===== src/rtl/fce_pkg.sv =====
package fce_pkg;

   localparam int WORD_W = 32;
   localparam int IDX_W  = 6;
   // control bits that are stored and read back
   localparam logic [WORD_W-1:0] CTL_KEEP = 32'hFFFB_FF80;

   typedef enum logic [2:0] {
      PH_IDLE, PH_OPC, PH_ADR, PH_WRD, PH_DMY, PH_RDD, PH_END
   } phase_e;

   typedef struct packed {
      logic [7:0] opcode;
      logic       rd_en;
      logic [2:0] rd_cnt;
      logic       ad_en;
      logic [1:0] ad_cnt;
      logic       wr_en;
      logic [2:0] wr_cnt;
      logic [4:0] dummy;
   } cmd_s;

   function automatic cmd_s unpack_ctl(input logic [WORD_W-1:0] w);
      cmd_s c;
      c.opcode = w[31:24];
      c.rd_en  = w[23];
      c.rd_cnt = w[22:20];
      c.ad_en  = w[19];
      c.ad_cnt = w[17:16];
      c.wr_en  = w[15];
      c.wr_cnt = w[14:12];
      c.dummy  = w[11:7];
      return c;
   endfunction

   function automatic phase_e after_phase(input phase_e cur, input cmd_s c);
      phase_e n;
      case (cur)
         PH_IDLE: n = PH_OPC;
         PH_OPC:  n = c.ad_en ? PH_ADR : c.wr_en ? PH_WRD :
                      (c.dummy != 5'd0) ? PH_DMY : c.rd_en ? PH_RDD : PH_END;
         PH_ADR:  n = c.wr_en ? PH_WRD : (c.dummy != 5'd0) ? PH_DMY :
                      c.rd_en ? PH_RDD : PH_END;
         PH_WRD:  n = (c.dummy != 5'd0) ? PH_DMY : c.rd_en ? PH_RDD : PH_END;
         PH_DMY:  n = c.rd_en ? PH_RDD : PH_END;
         PH_RDD:  n = PH_END;
         default: n = PH_IDLE;
      endcase
      return n;
   endfunction

   function automatic logic [IDX_W-1:0] phase_last(input phase_e p, input cmd_s c);
      logic [IDX_W-1:0] v;
      case (p)
         PH_OPC:  v = 6'd7;
         PH_ADR:  v = {1'b0, c.ad_cnt, 3'b111};
         PH_WRD:  v = {c.wr_cnt, 3'b111};
         PH_DMY:  v = {1'b0, c.dummy} - 6'd1;
         PH_RDD:  v = {c.rd_cnt, 3'b111};
         default: v = 6'd0;
      endcase
      return v;
   endfunction

endpackage


===== src/rtl/fce_regs.sv =====
module fce_regs
   import fce_pkg::*;
(
   input  logic              clk,
   input  logic              rst_n,
   input  logic              busy,
   input  logic              ctl_we,
   input  logic [WORD_W-1:0] ctl_wdata,
   input  logic              addr_we,
   input  logic [WORD_W-1:0] addr_wdata,
   input  logic              wlo_we,
   input  logic [WORD_W-1:0] wlo_wdata,
   input  logic              whi_we,
   input  logic [WORD_W-1:0] whi_wdata,
   output logic              start,
   output cmd_s              cmd,
   output logic [WORD_W-1:0] addr_q,
   output logic [2*WORD_W-1:0] wdata_q,
   output logic [WORD_W-1:0] ctl_rdata
);

   logic [WORD_W-1:0] ctl_q;

   assign start = ctl_we && ctl_wdata[0] && !busy;

   always_ff @(posedge clk or negedge rst_n) begin
      if (!rst_n) begin
         ctl_q   <= '0;
         addr_q  <= '0;
         wdata_q <= '0;
      end else if (!busy) begin
         if (ctl_we)  ctl_q <= ctl_wdata & CTL_KEEP;
         if (addr_we) addr_q <= addr_wdata;
         if (wlo_we)  wdata_q[WORD_W-1:0] <= wlo_wdata;
         if (whi_we)  wdata_q[2*WORD_W-1:WORD_W] <= whi_wdata;
      end
   end

   assign cmd       = unpack_ctl(ctl_q);
   assign ctl_rdata = ctl_q | {{(WORD_W-2){1'b0}}, busy, 1'b0};

   // control fields hold through a write made while busy
   assert_busy_write_ignored_R12: assert property (@(posedge clk) disable iff (!rst_n)
      (busy && ctl_we) |=> $stable(ctl_rdata[WORD_W-1:2]));

endmodule


===== src/rtl/fce_bit_clock.sv =====
module fce_bit_clock #(
   parameter int HALF_CYC = 1
) (
   input  logic clk,
   input  logic rst_n,
   input  logic run,
   output logic half_hi,
   output logic tick_rise,
   output logic tick_fall
);

   logic last;

   if (HALF_CYC < 1) begin : g_bad_half
      $error("HALF_CYC must be at least 1");
   end

   if (HALF_CYC == 1) begin : g_fast
      assign last = 1'b1;
   end else begin : g_div
      localparam int CNT_W = $clog2(HALF_CYC);
      logic [CNT_W-1:0] cnt;
      always_ff @(posedge clk or negedge rst_n) begin
         if (!rst_n)      cnt <= '0;
         else if (!run)   cnt <= '0;
         else if (last)   cnt <= '0;
         else             cnt <= cnt + 1'b1;
      end
      assign last = (cnt == CNT_W'(HALF_CYC - 1));
   end

   always_ff @(posedge clk or negedge rst_n) begin
      if (!rst_n)      half_hi <= 1'b0;
      else if (!run)   half_hi <= 1'b0;
      else if (last)   half_hi <= ~half_hi;
   end

   assign tick_rise = run && !half_hi && last;
   assign tick_fall = run &&  half_hi && last;

   // clock returns low as soon as shifting stops
   assert_sclk_low_when_stopped_R10: assert property (@(posedge clk) disable iff (!rst_n)
      !run |=> !half_hi);

endmodule


===== src/rtl/fce_rx_store.sv =====
module fce_rx_store
   import fce_pkg::*;
(
   input  logic              clk,
   input  logic              rst_n,
   input  logic              clr,
   input  logic              cap,
   input  logic [IDX_W-1:0]  pos,
   input  logic              din,
   output logic [WORD_W-1:0] lo,
   output logic [WORD_W-1:0] hi
);

   logic [2*WORD_W-1:0] rx;

   always_ff @(posedge clk or negedge rst_n) begin
      if (!rst_n)    rx <= '0;
      else if (clr)  rx <= '0;
      else if (cap)  rx[pos] <= din;
   end

   assign lo = rx[WORD_W-1:0];
   assign hi = rx[2*WORD_W-1:WORD_W];

   // a new command begins with empty read words
   assert_clear_on_start_R9: assert property (@(posedge clk) disable iff (!rst_n)
      clr |=> (lo == '0 && hi == '0));

endmodule


===== src/rtl/fce_seq.sv =====
module fce_seq
   import fce_pkg::*;
(
   input  logic                clk,
   input  logic                rst_n,
   input  logic                start,
   input  cmd_s                cmd,
   input  logic [WORD_W-1:0]   addr_q,
   input  logic [2*WORD_W-1:0] wdata_q,
   input  logic                tick_fall,
   output phase_e              phase,
   output logic [IDX_W-1:0]    idx,
   output logic                run,
   output logic                mosi
);

   logic [4:0] adr_pos;
   logic [IDX_W-1:0] byte_pos;

   always_ff @(posedge clk or negedge rst_n) begin
      if (!rst_n) begin
         phase <= PH_IDLE;
         idx   <= '0;
      end else begin
         case (phase)
            PH_IDLE: begin
               idx <= '0;
               if (start) phase <= PH_OPC;
            end
            PH_END: phase <= PH_IDLE;
            default: begin
               if (tick_fall) begin
                  if (idx == phase_last(phase, cmd)) begin
                     phase <= after_phase(phase, cmd);
                     idx   <= '0;
                  end else begin
                     idx <= idx + 1'b1;
                  end
               end
            end
         endcase
      end
   end

   assign run      = (phase != PH_IDLE) && (phase != PH_END);
   assign adr_pos  = {cmd.ad_cnt, 3'b111} - idx[4:0];
   assign byte_pos = {idx[5:3], ~idx[2:0]};

   always_comb begin
      case (phase)
         PH_OPC:  mosi = cmd.opcode[~idx[2:0]];
         PH_ADR:  mosi = addr_q[adr_pos];
         PH_WRD:  mosi = wdata_q[byte_pos];
         default: mosi = 1'b0;
      endcase
   end

   // nothing but read data or the end can follow the dummy phase
   assert_order_after_dummy_R3: assert property (@(posedge clk) disable iff (!rst_n)
      (phase == PH_DMY && tick_fall) |=>
         (phase == PH_DMY || phase == PH_RDD || phase == PH_END));

endmodule


===== src/rtl/flash_cmd_engine.sv =====
module flash_cmd_engine
   import fce_pkg::*;
#(
   parameter int HALF_CYC = 1
) (
   input  logic        clk,
   input  logic        rst_n,
   input  logic        ctl_we,
   input  logic [31:0] ctl_wdata,
   output logic [31:0] ctl_rdata,
   input  logic        addr_we,
   input  logic [31:0] addr_wdata,
   input  logic        wlo_we,
   input  logic [31:0] wlo_wdata,
   input  logic        whi_we,
   input  logic [31:0] whi_wdata,
   output logic [31:0] rlo_rdata,
   output logic [31:0] rhi_rdata,
   output logic        spi_sclk,
   output logic        spi_cs_n,
   output logic        spi_mosi,
   input  logic        spi_miso
);

   logic                start, busy, run, half_hi, tick_rise, tick_fall;
   cmd_s                cmd;
   logic [WORD_W-1:0]   addr_q;
   logic [2*WORD_W-1:0] wdata_q;
   phase_e              phase;
   logic [IDX_W-1:0]    idx;

   assign busy = (phase != PH_IDLE);

   fce_regs u_regs (
      .clk(clk), .rst_n(rst_n), .busy(busy),
      .ctl_we(ctl_we), .ctl_wdata(ctl_wdata),
      .addr_we(addr_we), .addr_wdata(addr_wdata),
      .wlo_we(wlo_we), .wlo_wdata(wlo_wdata),
      .whi_we(whi_we), .whi_wdata(whi_wdata),
      .start(start), .cmd(cmd), .addr_q(addr_q), .wdata_q(wdata_q),
      .ctl_rdata(ctl_rdata)
   );

   fce_bit_clock #(.HALF_CYC(HALF_CYC)) u_bit_clock (
      .clk(clk), .rst_n(rst_n), .run(run),
      .half_hi(half_hi), .tick_rise(tick_rise), .tick_fall(tick_fall)
   );

   fce_seq u_seq (
      .clk(clk), .rst_n(rst_n), .start(start), .cmd(cmd),
      .addr_q(addr_q), .wdata_q(wdata_q), .tick_fall(tick_fall),
      .phase(phase), .idx(idx), .run(run), .mosi(spi_mosi)
   );

   fce_rx_store u_rx (
      .clk(clk), .rst_n(rst_n), .clr(start),
      .cap(tick_rise && phase == PH_RDD),
      .pos({idx[5:3], ~idx[2:0]}), .din(spi_miso),
      .lo(rlo_rdata), .hi(rhi_rdata)
   );

   assign spi_sclk = half_hi;
   assign spi_cs_n = (phase == PH_IDLE) || (phase == PH_END);

   // chip select is high whenever the engine is idle
   assert_cs_high_idle_R11: assert property (@(posedge clk) disable iff (!rst_n)
      !busy |-> spi_cs_n);
   // release happens while busy, busy drops on the next cycle
   assert_release_then_idle_R11: assert property (@(posedge clk) disable iff (!rst_n)
      $rose(spi_cs_n) |-> busy ##1 !busy);
   // an accepted start shows busy and a selected device next cycle
   assert_start_sets_busy_R2: assert property (@(posedge clk) disable iff (!rst_n)
      start |=> (busy && !spi_cs_n));
   // no clock pulse outside chip select
   assert_no_sclk_deselected_R10: assert property (@(posedge clk) disable iff (!rst_n)
      spi_cs_n |-> !spi_sclk);

endmodule


===== config.mk =====
export PLATFORM = sky130hd
export DESIGN_NAME = flash_cmd_engine
export DESIGN_NICKNAME = d
export VERILOG_FILES = /design/src/rtl/fce_pkg.sv /design/src/rtl/fce_regs.sv /design/src/rtl/fce_bit_clock.sv /design/src/rtl/fce_rx_store.sv /design/src/rtl/fce_seq.sv /design/src/rtl/flash_cmd_engine.sv
export SDC_FILE = /design/constraint.sdc
export NUM_CORES = 1
export LEC_CHECK = 0
export ABC_CLOCK_PERIOD_IN_PS = 4500
export BUFFER_PORTS_ARGS = -buffer_cell sky130_fd_sc_hd__buf_4
export CAP_MARGIN = 25
export CORE_AREA = 2 2 149 151
export CTS_CLUSTER_DIAMETER = 50
export DETAILED_ROUTE_END_ITERATION = 10
export DIE_AREA = 0 0 151 153
export PLACE_DENSITY = 0.67
export SYNTH_ARGS = -nofsm -noshare
export SYNTH_HDL_FRONTEND = slang
export SYNTH_SLANG_ARGS = --single-unit

===== constraint.sdc =====
create_clock -name clk -period 4.5 [get_ports clk]
set_input_delay 0.225 -clock clk [delete_from_list [all_inputs] [get_ports clk]]
set_output_delay 0.225 -clock clk [all_outputs]
set_load 0.01 [all_outputs]

==> summary.md <==
| Metric | Value |
|---|---|
| Status | `finished clean` |
| Met1 usage | `29.6%` |
| Post-synth top area share | `approximately half` |
| Busiest grt layer | `met2` |
| YS warnings | `0` |
| Worst r2r dst | `u_seq.idx[4]` |
| HP Class | `in -> reg` |
| Crit path kind | `reg -> out` |
| Critical Path AT | `between 3 and 4 ns` |
| Chip width | `151 µm` |
| Met2 Usage GRT | `36.3%` |
| Share of cells above drive strength 1 | `37.8%` |
| Detailed Route Iter0 Violations | `543` |
| Gr usage total | `22.2%` |
| DR DRC count | `0` |
| Filler Cells Inserted | `1,885` |
| CTS tree | `done` |
| Fraction of registers with async set/reset | `100%` |
| FMAX | `293 MHz` |
| Min-Delay Startpoint | `wlo_wdata[20]` |
| Count leader, synth | `dfrtp_1` |
| CTS root buf | `clkbuf_16` |
| First-pass iteration count of the detailed router | `5` |
| Core area | `approximately 0.021 mm²` |
| WHS Endpoint | `u_regs.wdata_q[20]` |
| Syn_area_per_cell | `between 10 and 15 µm²` |
| CTS clock-pin slew for the worst setup and hold paths | `0.08 ns` |
| Chip Height | `153 µm` |
| Final WL | `approximately 25,000 µm` |
| Worst-path fanout max | `41` |
| Register Area | `0.00486 mm²` |
| Syn Inst Count | `891` |
| Number of antenna diodes | `0` |
| WHS Path Cells | `2` |
| Top cells by area, synth | `dfrtp_1 (51%), mux2_2 (14%), a21oi_1 (3.9%)` |
| Row Count | `54` |
| Sequential area share after synthesis | `50.7%` |
| Vias in the first global route | `7,404` |
| Io pins | `234` |
| Fin. Hold Viols | `0` |
| Multi-input gate area | `0.00433 mm²` |
| EDFF count, synth | `0` |
| Nets | `around 1,200` |
| Initial Utilization | `44.6%` |
| Port bufs | `219` |
| Synth cell count leaders | `dfrtp_1 (194), mux2_2 (123), nand2_1 (98), a21oi_1 (75), o21ai_0 (53)` |
| Worst slew pin tran | `1.05 ns` |
| Number of buffers created by CTS | `17` |
| Register-to-Register Path Depth | `6` |
| Final Util | `56.0%` |
| Antenna viol nets, final | `0` |
| Initial antenna violation count | `0` |
| Power per cell area | `691 mW/mm²` |
| Met3 usage | `under 10%` |
| Largest net degree at the start of global routing | `approximately 100` |
| Final Cycle Share | `75.9%` |
| Clk_lat worst skew | `0.44 ns` |
| Total congestion overflow | `0` |
| Tmin final | `approximately 3.4 ns` |
| Via-to-Cell Ratio | `5.51` |
| GPL Wtd Cong | `0.818` |
| First-pass GRT wire length | `40,100 µm` |
| Die area | `0.0231 mm²` |
| Routed wire per std cell | `~18 µm` |
| CP startpoint kind | `flop` |
| Clk sinks | `194` |
| Worst EP required | `4.28 ns` |
| Synth unique cells | `between 60 and 70` |
| Slew Limit Fails | `0` |
| Max_cap viols | `0` |
| Cell taking the most area after synthesis | `dfrtp_1` |
| Setup tns final | `0 ns` |
| Synth Cell Area | `roughly 0.0096 mm²` |
| Pleak | `0.00529 µW` |
| CP Capture Type | `output pin` |
| # H-tree levels | `4` |
| Yosys reg bits | `between 150 and 200` |
| FF-to-FF setup slack | `1.63 ns` |
| RSZ-0062 raised after global routing | `false` |
| Clock skew | `0.0169 ns` |
| Via count | `7,553` |
| Area grow syn2layout | `25.5%` |
| Clock buffer depth | `2` |
| DP HPWL | `17,400 µm` |
| Slew Limit Headroom | `29.9%` |
| Most used DFF post-synth | `dfrtp_1` |
| VDD IR max | `0.287 mV` |
| Final setup fails | `0` |
| RR Startpoint | `u_seq.phase[2]` |
## cells by family after synthesis
| logic type | share of synthesized area (%) |
|---|---|
| and+or+nand+nor | 13.9 |
| DFF | 50.7 |
| xor gates and xnor gates | 0.548 |
| muxes | 18.9 |
| other | 0.0391 |
| AOI/OAI and AO/OA | 11.1 |
| buffers and inverters | 4.44 |
| adders and majority gates | 0.392 |
## layout by cell type, fill, tap and decap left out, types with 11 or more instances in the layout
cell,netlist,final
nand2_1,98,98
clkbuf_16,0,17
a21oi_1,75,75
nand3_1,36,36
mux2i_1,18,18
o21ai_0,53,53
mux2_2,123,123
nand4_1,17,17
mux4_2,11,11
nor2_1,41,41
buf_4,9,232
dfrtp_1,194,191
## sequential cells by signal, summed over array words and instances, names as in the netlist
register / cells
u_regs.addr_q: 32
u_rx.rx: 64
u_bit_clock.half_hi: 1
u_seq.phase: 3
u_regs.ctl_q: 24
u_seq.idx: 6
u_regs.wdata_q: 64
## critical path, stage by stage (launching register included)
cell       delay [ns]
dfrtp_2          0.88
nor2b_1          0.44
a32oi_1          0.27
o221ai_1         0.21
a221o_1          0.41
nor4_1           0.19
o2111ai_1        0.16
buf_4            0.17
## per-layer routing
layer,vias to the layer above,share of wire (%)
li1,3544,-
met1,3768,43
met2,217,49
met3,24,5.9
met4,0,1.3
met5,-,0
## area by class of cell
class / count / share of cell area, %
clock buffer: 18 / 3.57
clock inverter: 14 / 1.21
tap: 280 / 2.91
timing repair buffer: 245 / 15.6
sequential: 194 / 40.4
inverter: 10 / 0.312
multi-input combinational: 609 / 36.0
## worst max-delay path by stage
stage / from / to / slack (ns) / cells after the start
after floorplan: u_regs.ctl_q[7] / u_seq.idx[4] / 2.05 / 8
after global placement: u_seq.idx[2] / spi_mosi / 1.56 / 7
after detailed placement: u_seq.idx[2] / spi_mosi / 1.50 / 7
after CTS: u_seq.idx[2] / spi_mosi / 1.02 / 7
after global routing: u_seq.idx[2] / spi_mosi / 0.87 / 7
final: u_seq.idx[2] / spi_mosi / 1.08 / 7
## report_power, final
part	total (µW)	internal, µW	switching (µW)
logic	3420	1850	1570
registers	3400	2590	805
clock network	1490	741	753
total	8310	5180	3130
## metrics by stage
step	std cells	hold WS, ns	setup WS [ns]	power [µW]	area (µm²)
after CTS	1369	0.00186	1.02	8370	12000
after detailed placement	1328	0.336	1.50	6870	11400
after global routing	1370	0.0000534	0.871	8870	12000
after global placement	1327	0.340	1.56	6770	11300
final	1370	0.0130	1.08	8310	12000
after floorplan	897	-0.0706	2.05	5460	9600
## repair_timing
| item | in CTS | in global routing |
|---|---|---|
| buffers inserted | 0 | 0 |
| resized for setup | 0 | 0 |
| hold endpoints to repair | 99 | 1 |
| hold buffers | 9 | 1 |
Power figures use the tool's default switching activity.
